## src/rtl/ctx_sw_pkg.sv

```systemverilog
package ctx_sw_pkg;
    typedef enum logic [1:0] {
        ST_EMPTY = 2'd0,
        ST_FETCH = 2'd1,
        ST_READY = 2'd2
    } sw_state_e;
endpackage

```

## src/rtl/etype_lookup.sv

```systemverilog
module etype_lookup #(
    parameter int NUM_TYPES = 4,
    parameter int CTX_W     = 3
) (
    input  logic [15:0]                etype,
    input  logic [16*NUM_TYPES-1:0]    tbl_etype,
    input  logic [CTX_W*NUM_TYPES-1:0] tbl_ctx,
    input  logic [NUM_TYPES-1:0]       tbl_en,
    output logic                       hit,
    output logic [CTX_W-1:0]           hit_ctx
);
    logic [NUM_TYPES-1:0] match;

    for (genvar i = 0; i < NUM_TYPES; i++) begin : g_cmp
        assign match[i] = tbl_en[i] && (tbl_etype[16*i +: 16] == etype);
    end

    // scan from the top so the lowest matching index is the one kept
    always_comb begin
        hit     = 1'b0;
        hit_ctx = '0;
        for (int i = NUM_TYPES - 1; i >= 0; i--) begin
            if (match[i]) begin
                hit     = 1'b1;
                hit_ctx = tbl_ctx[CTX_W*i +: CTX_W];
            end
        end
    end
endmodule

```

## src/rtl/sat_counter.sv

```systemverilog
module sat_counter #(
    parameter int CNT_W = 8
) (
    input  logic             clk,
    input  logic             rst_n,
    input  logic             clr,
    input  logic             inc,
    output logic [CNT_W-1:0] count
);
    localparam logic [CNT_W-1:0] MAXV = '1;

    always_ff @(posedge clk or negedge rst_n) begin
        if (!rst_n)                     count <= '0;
        else if (clr)                   count <= '0;
        else if (inc && count != MAXV)  count <= count + 1'b1;
    end
endmodule

```

## src/rtl/ctx_fsm.sv

```systemverilog
module ctx_fsm
    import ctx_sw_pkg::*;
#(
    parameter int CTX_W     = 3,
    parameter int NUM_CORES = 8,
    parameter int CORE_W    = (NUM_CORES > 1) ? $clog2(NUM_CORES) : 1
) (
    input  logic              clk,
    input  logic              rst_n,
    input  logic              frm_valid,
    input  logic              hit,
    input  logic [CTX_W-1:0]  hit_ctx,
    input  logic              fetch_done,
    output logic              fetch_req,
    output logic [CTX_W-1:0]  fetch_ctx,
    output logic [CORE_W-1:0] fetch_core,
    output logic              busy,
    output logic              ready,
    output logic [CTX_W-1:0]  active_ctx,
    output logic              frm_accept,
    output logic              frm_unsup,
    output logic              miss
);
    localparam logic [CORE_W-1:0] LAST_CORE = CORE_W'(NUM_CORES - 1);

    sw_state_e state_q, state_d;
    logic      accept_now, start_now, core_ack;

    assign accept_now = frm_valid && hit && (state_q == ST_READY) && (hit_ctx == active_ctx);
    assign miss       = frm_valid && hit && !accept_now;
    assign start_now  = miss && (state_q != ST_FETCH);
    assign core_ack   = (state_q == ST_FETCH) && fetch_done;

    always_ff @(posedge clk or negedge rst_n) begin
        if (!rst_n) state_q <= ST_EMPTY;
        else        state_q <= state_d;
    end

    always_comb begin
        state_d = state_q;
        unique case (state_q)
            ST_EMPTY: if (start_now) state_d = ST_FETCH;
            ST_FETCH: if (core_ack && fetch_core == LAST_CORE) state_d = ST_READY;
            ST_READY: if (start_now) state_d = ST_FETCH;
            default:  state_d = ST_EMPTY;
        endcase
    end

    always_ff @(posedge clk or negedge rst_n) begin
        if (!rst_n) begin
            fetch_ctx  <= '0;
            fetch_core <= '0;
            active_ctx <= '0;
            frm_accept <= 1'b0;
            frm_unsup  <= 1'b0;
        end else begin
            frm_accept <= accept_now;
            frm_unsup  <= frm_valid && !hit;
            if (start_now) begin
                fetch_ctx  <= hit_ctx;
                fetch_core <= '0;
            end else if (core_ack) begin
                if (fetch_core == LAST_CORE) active_ctx <= fetch_ctx;
                else                         fetch_core <= fetch_core + 1'b1;
            end
        end
    end

    always_comb begin
        fetch_req = (state_q == ST_FETCH);
        busy      = (state_q == ST_FETCH);
        ready     = (state_q == ST_READY);
    end
endmodule

```

## src/rtl/ctx_switcher.sv

```systemverilog
module ctx_switcher #(
    parameter int NUM_TYPES = 4,
    parameter int CTX_W     = 3,
    parameter int NUM_CORES = 8,
    parameter int CNT_W     = 8,
    parameter int CORE_W    = (NUM_CORES > 1) ? $clog2(NUM_CORES) : 1
) (
    input  logic                       clk,
    input  logic                       rst_n,
    input  logic                       frm_valid,
    input  logic [15:0]                frm_etype,
    input  logic [16*NUM_TYPES-1:0]    tbl_etype,
    input  logic [CTX_W*NUM_TYPES-1:0] tbl_ctx,
    input  logic [NUM_TYPES-1:0]       tbl_en,
    input  logic                       clr_cnt,
    input  logic                       fetch_done,
    output logic                       fetch_req,
    output logic [CTX_W-1:0]           fetch_ctx,
    output logic [CORE_W-1:0]          fetch_core,
    output logic                       busy,
    output logic                       ready,
    output logic [CTX_W-1:0]           active_ctx,
    output logic                       frm_accept,
    output logic                       frm_unsup,
    output logic [CNT_W-1:0]           unhandled_cnt
);
    logic             hit, miss;
    logic [CTX_W-1:0] hit_ctx;

    etype_lookup #(.NUM_TYPES(NUM_TYPES), .CTX_W(CTX_W)) u_lookup (
        .etype(frm_etype), .tbl_etype(tbl_etype), .tbl_ctx(tbl_ctx),
        .tbl_en(tbl_en), .hit(hit), .hit_ctx(hit_ctx)
    );

    ctx_fsm #(.CTX_W(CTX_W), .NUM_CORES(NUM_CORES), .CORE_W(CORE_W)) u_fsm (
        .clk(clk), .rst_n(rst_n), .frm_valid(frm_valid), .hit(hit),
        .hit_ctx(hit_ctx), .fetch_done(fetch_done), .fetch_req(fetch_req),
        .fetch_ctx(fetch_ctx), .fetch_core(fetch_core), .busy(busy),
        .ready(ready), .active_ctx(active_ctx), .frm_accept(frm_accept),
        .frm_unsup(frm_unsup), .miss(miss)
    );

    sat_counter #(.CNT_W(CNT_W)) u_cnt (
        .clk(clk), .rst_n(rst_n), .clr(clr_cnt), .inc(miss), .count(unhandled_cnt)
    );
endmodule

```

## config.mk

```make
export PLATFORM = sky130hd
export DESIGN_NAME = ctx_switcher
export DESIGN_NICKNAME = d
export VERILOG_FILES = /design/src/rtl/ctx_sw_pkg.sv /design/src/rtl/etype_lookup.sv /design/src/rtl/sat_counter.sv /design/src/rtl/ctx_fsm.sv /design/src/rtl/ctx_switcher.sv
export SDC_FILE = /design/constraint.sdc
export NUM_CORES = 1
export LEC_CHECK = 0
export ABC_AREA = 1
export CAP_MARGIN = 20
export CORE_ASPECT_RATIO = 2
export CORE_MARGIN = 5
export CORE_UTILIZATION = 35
export DETAILED_ROUTE_END_ITERATION = 10
export GPL_TIMING_DRIVEN = 1
export PLACE_DENSITY_LB_ADDON = 0.05
export RECOVER_POWER = 25
export SETUP_SLACK_MARGIN = 0.1
export SKIP_CTS_REPAIR_TIMING = 1
export SKIP_LAST_GASP = 1
export SYNTH_ARGS = -nofsm -noshare
export SYNTH_HDL_FRONTEND = slang
export SYNTH_SLANG_ARGS = --single-unit
export TNS_END_PERCENT = 5
```

## constraint.sdc

```tcl
create_clock -name clk -period 2.6 [get_ports clk]
set_clock_uncertainty 0.15 [all_clocks]
set_input_delay 0.39 -clock clk [delete_from_list [all_inputs] [get_ports clk]]
set_output_delay 0.39 -clock clk [all_outputs]
set_load 0.02 [all_outputs]
```

==> summary.txt <==
Worst setup path
  • Crit Reg-Reg Startpoint: u_cnt.count[1]
  • Largest fanout on the critical path: 5
  • Nature of the critical path startpoint: input pin
  • Reg-to-reg critical path endpoint: u_cnt.count[3]
  • Critical Path AT: 2.43 ns
  • Reg2reg setup slack: 0.70 ns
  • Data required, critical path: 2.65 ns
  • Type of the worst setup path: in -> reg
  • Endpoint type of the worst setup path: flip-flop
  • Depth of the worst register-to-register path: 8

Floorplan
  • Total core area: 8890 sq um
  • Height of the chip: 144 um
  • IO Pins: 123
  • Effective utilization at floorplan: 35.5%
  • Die Span X: 77.1 um
  • Standard-cell row count: 49
  • Total die area: 11100 sq um

CTS
  • Clock sink total: 21
  • CTS tree: done
  • Clock input transition at the sequential cells of the worst setup and hold paths: 0.05 ns
  • Clock buffer count from CTS: 3
  • Maximum number of buffers from clock root to sink: 2
  • Clock latency reported for the late side of the worst-skew pair: 0.26 ns
  • Cell chosen for the clock root: sky130_fd_sc_hd__clkbuf_16
  • Maximum level of the CTS H-tree: 1

Logic synthesis
  • Number of library cell types mapped by synthesis: 40
  • Count of synthesis-stage warnings from yosys: 0
  • Number of storage elements in the synthesis netlist: 21
  • Top FF cell, synth: sky130_fd_sc_hd__dfrtp_1
  • Post-synth net total: 698
  • Largest area contributor in the netlist: sky130_fd_sc_hd__nand2_1
  • Number of instances in the synthesized netlist: 594
  • Library cell with the highest instance count after synthesis: sky130_fd_sc_hd__nand2_1
  • FFs w/ async S/R, synth: 100%
  • Proportion of netlist area held by the largest area contributor: 28.7%
  • Number of synthesized flops with an enable pin: 0
  • Synth area leaders: sky130_fd_sc_hd__nand2_1 (29%), sky130_fd_sc_hd__dfrtp_1 (17%), sky130_fd_sc_hd__nor2_1 (11%)
  • Leading cell types by count after synthesis: sky130_fd_sc_hd__nand2_1 (241), sky130_fd_sc_hd__nor2_1 (91), sky130_fd_sc_hd__inv_1 (81)
  • Syn Std Cell Area: 3150 sq um
  • Per-instance average area after synthesis: 5.31 sq um
  • Share of the yosys chip area belonging to registers: 16.7%

Global routing
  • Number of global-route vias before repair: 4167
  • Overflow left after global routing: 0
  • Total GRT Usage: 22.8%
  • Wire length of the first global-routing pass: 19600 um
  • Maximum number of pins on one net before global-route repair: 22
  • Antenna violations before repair: 1

Drt
  • Antenna violation net count after detailed routing: 0
  • DRT Wirelength: 13700 um
  • Met3 wire length: 600 um
  • Post-route met1 wirelength: 4480 um
  • DRC violations left: 0
  • Final routed wire length divided by cell count: 15.7 um
  • Number of vias in the routed layout: 4210
  • Top routing layer in use: met4
  • Via density: 4.83
  • Detail Route met2 WL: 7830 um
  • DRC violation total after the first TritonRoute iteration: 174
  • Number of optimization iterations in the first detailed-route pass: 4

Pwr
  • Worst vdd rail ir drop: 0.000157 V
  • Clock power frac: 27.0%
  • Proportion of power drawn by combinational gates: 45.9%
  • Sequential share of power: 27.2%
  • Power per unit of standard cell area: 221 nW/um^2
  • Overall power of the completed layout: 1.21 mW
  • Leakage power: 3.40 nW
  • Switching fraction of total power: 33.4%
  • Int Pwr: 0.806 mW
  • Net switching component of the power: 0.404 mW

Placement
  • Placed wire-length estimate: 11800 um
  • Port Buffer Count: 122
  • Placer congestion estimate: 0.938
  • Placement-stage cell area: 4840 sq um
  • Placement-stage worst setup slack: -0.660 ns

Final layout
  • Utilization of the core after routing: 61.4%
  • Antenna Diode Count: 0
  • Post-layout instance area: 5460 sq um
  • Ratio of cells with drive above 1 in the final layout: 29.3%
  • Total number of nets in the final design: 874
  • Synthesis-to-layout area growth: 73.3%

Status
  • Outcome: complete, no violations

STA
  • Clock period minus worst slack: 2.38 ns
  • Worst Hold Margin: 0.352 ns
  • Post-route clock period utilization: 91.5%
  • Final Hold Vio Count: 0
  • Worst rel slew slack: 23.4%
  • Slew @ Worst Pin: 1.15 ns
  • Number of endpoints failing setup at the final stage: 0
  • Max-slew violation count: 0
  • Achievable frequency: 420 MHz
  • Setup WS post-layout: 0.222 ns
  • RSZ-0062 raised after global routing: yes

Min path
  • Type of the tightest min-delay check: reg -> reg
  • Min-delay src: u_fsm.state_q[0]
  • End point of the worst hold path: u_fsm.state_q[0]
  • Number of cells on the worst hold path: 1

Flow run
  • Maxcap violations: 0
==> worst max path at each step <==
stage                        from  depth (start not counted)                   to  slack, ns
floorplan            frm_etype[2]                         18   u_fsm.fetch_ctx[0]       0.44
global placement     frm_etype[1]                         20       u_cnt.count[4]      -0.68
detailed placement   frm_etype[1]                         20       u_cnt.count[6]      -0.66
CTS                  frm_etype[1]                         20       u_cnt.count[6]      -0.39
global route         frm_etype[6]                         22   u_fsm.fetch_ctx[0]       0.05
finish              frm_etype[14]                         19  u_fsm.fetch_core[2]       0.22
==> sequential cells by signal, indices dropped and copies added, names as in the netlist <==
name	cells
u_cnt.count	8
u_fsm.active_ctx	3
u_fsm.fetch_core	3
u_fsm.fetch_ctx	3
u_fsm.state_q	2
u_fsm.frm_accept	1
u_fsm.frm_unsup	1
==> kinds of logic after synthesis <==
family | count (synthesis) | share of synthesized area, %
and+or+nand+nor | 431 | 61.3
buffers and inverters | 100 | 12.2
AOI/OAI and AO/OA | 24 | 4.49
DFF | 21 | 16.7
xor gates and xnor gates | 15 | 4.17
adders and majority gates | 3 | 1.19
==> through the flow <==
stage / TNS (ns) / cells
2_1_floorplan: 0 / 594
3_3_place_gp: -10.23 / 860
3_5_place_dp: -10.21 / 860
4_1_cts: -5.72 / 864
5_1_grt: 0 / 871
6_report: 0 / 871
==> area by class of cell <==
| cell class | count | area [sq um] |
|---|---|---|
| clock buffers | 4 | 78.8 |
| fillers | 905 | 3430 |
| inverters | 96 | 380 |
| multi-input cells | 473 | 2570 |
| flip-flops and latches | 21 | 526 |
| well taps | 102 | 128 |
| repair buffers | 175 | 1780 |
==> worst max-delay path, stage by stage <==
cell and delay [ns]:
sky130_fd_sc_hd__buf_4 0.14, sky130_fd_sc_hd__xnor2_2 0.20, sky130_fd_sc_hd__buf_4 0.14, sky130_fd_sc_hd__nand3b_1 0.08, sky130_fd_sc_hd__nor2_1 0.14, sky130_fd_sc_hd__nand2_2 0.08, sky130_fd_sc_hd__nor2_4 0.20, sky130_fd_sc_hd__nand3_1 0.10
sky130_fd_sc_hd__nand2_1 0.08, sky130_fd_sc_hd__nand2_1 0.09, sky130_fd_sc_hd__nand2_2 0.09, sky130_fd_sc_hd__nand2_2 0.05, sky130_fd_sc_hd__a21oi_2 0.16, sky130_fd_sc_hd__nand2_2 0.11, sky130_fd_sc_hd__nand2_4 0.12, sky130_fd_sc_hd__nor2_8 0.06
sky130_fd_sc_hd__inv_4 0.09, sky130_fd_sc_hd__nand2_1 0.05, sky130_fd_sc_hd__inv_1 0.05
==> layer usage <==
layer / global-route usage (%) / vias to the layer above
li1: - / 2146
met5: 0 / -
met2: 47.4 / 156
met1: 20.6 / 1865
met4: 12.8 / 0
met3: 2.12 / 43
==> power by group through the flow <==
stage	combinational, mW	sequential, mW	clock [mW]
final	0.555	0.329	0.327
after global routing	0.598	0.329	0.343
after CTS	0.515	0.329	0.331
after detailed placement	0.513	0.334	0
after global placement	0.513	0.334	0
after floorplan	0.201	0.336	0
==> cell usage in the layout (no fill, tap or decap), types with 5 or more instances in the layout <==
| cell | count |
|---|---|
| sky130_fd_sc_hd__buf_6 | 10 |
| sky130_fd_sc_hd__nor2_2 | 25 |
| sky130_fd_sc_hd__nor2_4 | 7 |
| sky130_fd_sc_hd__o21ai_1 | 5 |
| sky130_fd_sc_hd__o21ai_0 | 5 |
| sky130_fd_sc_hd__inv_4 | 5 |
| sky130_fd_sc_hd__clkbuf_2 | 8 |
| sky130_fd_sc_hd__inv_2 | 16 |
| sky130_fd_sc_hd__nand4_1 | 10 |
| sky130_fd_sc_hd__nor3_1 | 5 |
| sky130_fd_sc_hd__nand3_2 | 10 |
| sky130_fd_sc_hd__nand2_1 | 191 |
| sky130_fd_sc_hd__dfrtp_1 | 21 |
| sky130_fd_sc_hd__nand2_2 | 60 |
| sky130_fd_sc_hd__nor2_1 | 74 |
| sky130_fd_sc_hd__buf_4 | 44 |
| sky130_fd_sc_hd__xnor2_2 | 8 |
| sky130_fd_sc_hd__nand3_1 | 22 |
| sky130_fd_sc_hd__inv_1 | 73 |
| sky130_fd_sc_hd__nand3b_1 | 5 |
| sky130_fd_sc_hd__clkdlybuf4s50_1 | 37 |
| sky130_fd_sc_hd__dlymetal6s2s_1 | 68 |
(Power assumes the default switching activity.)
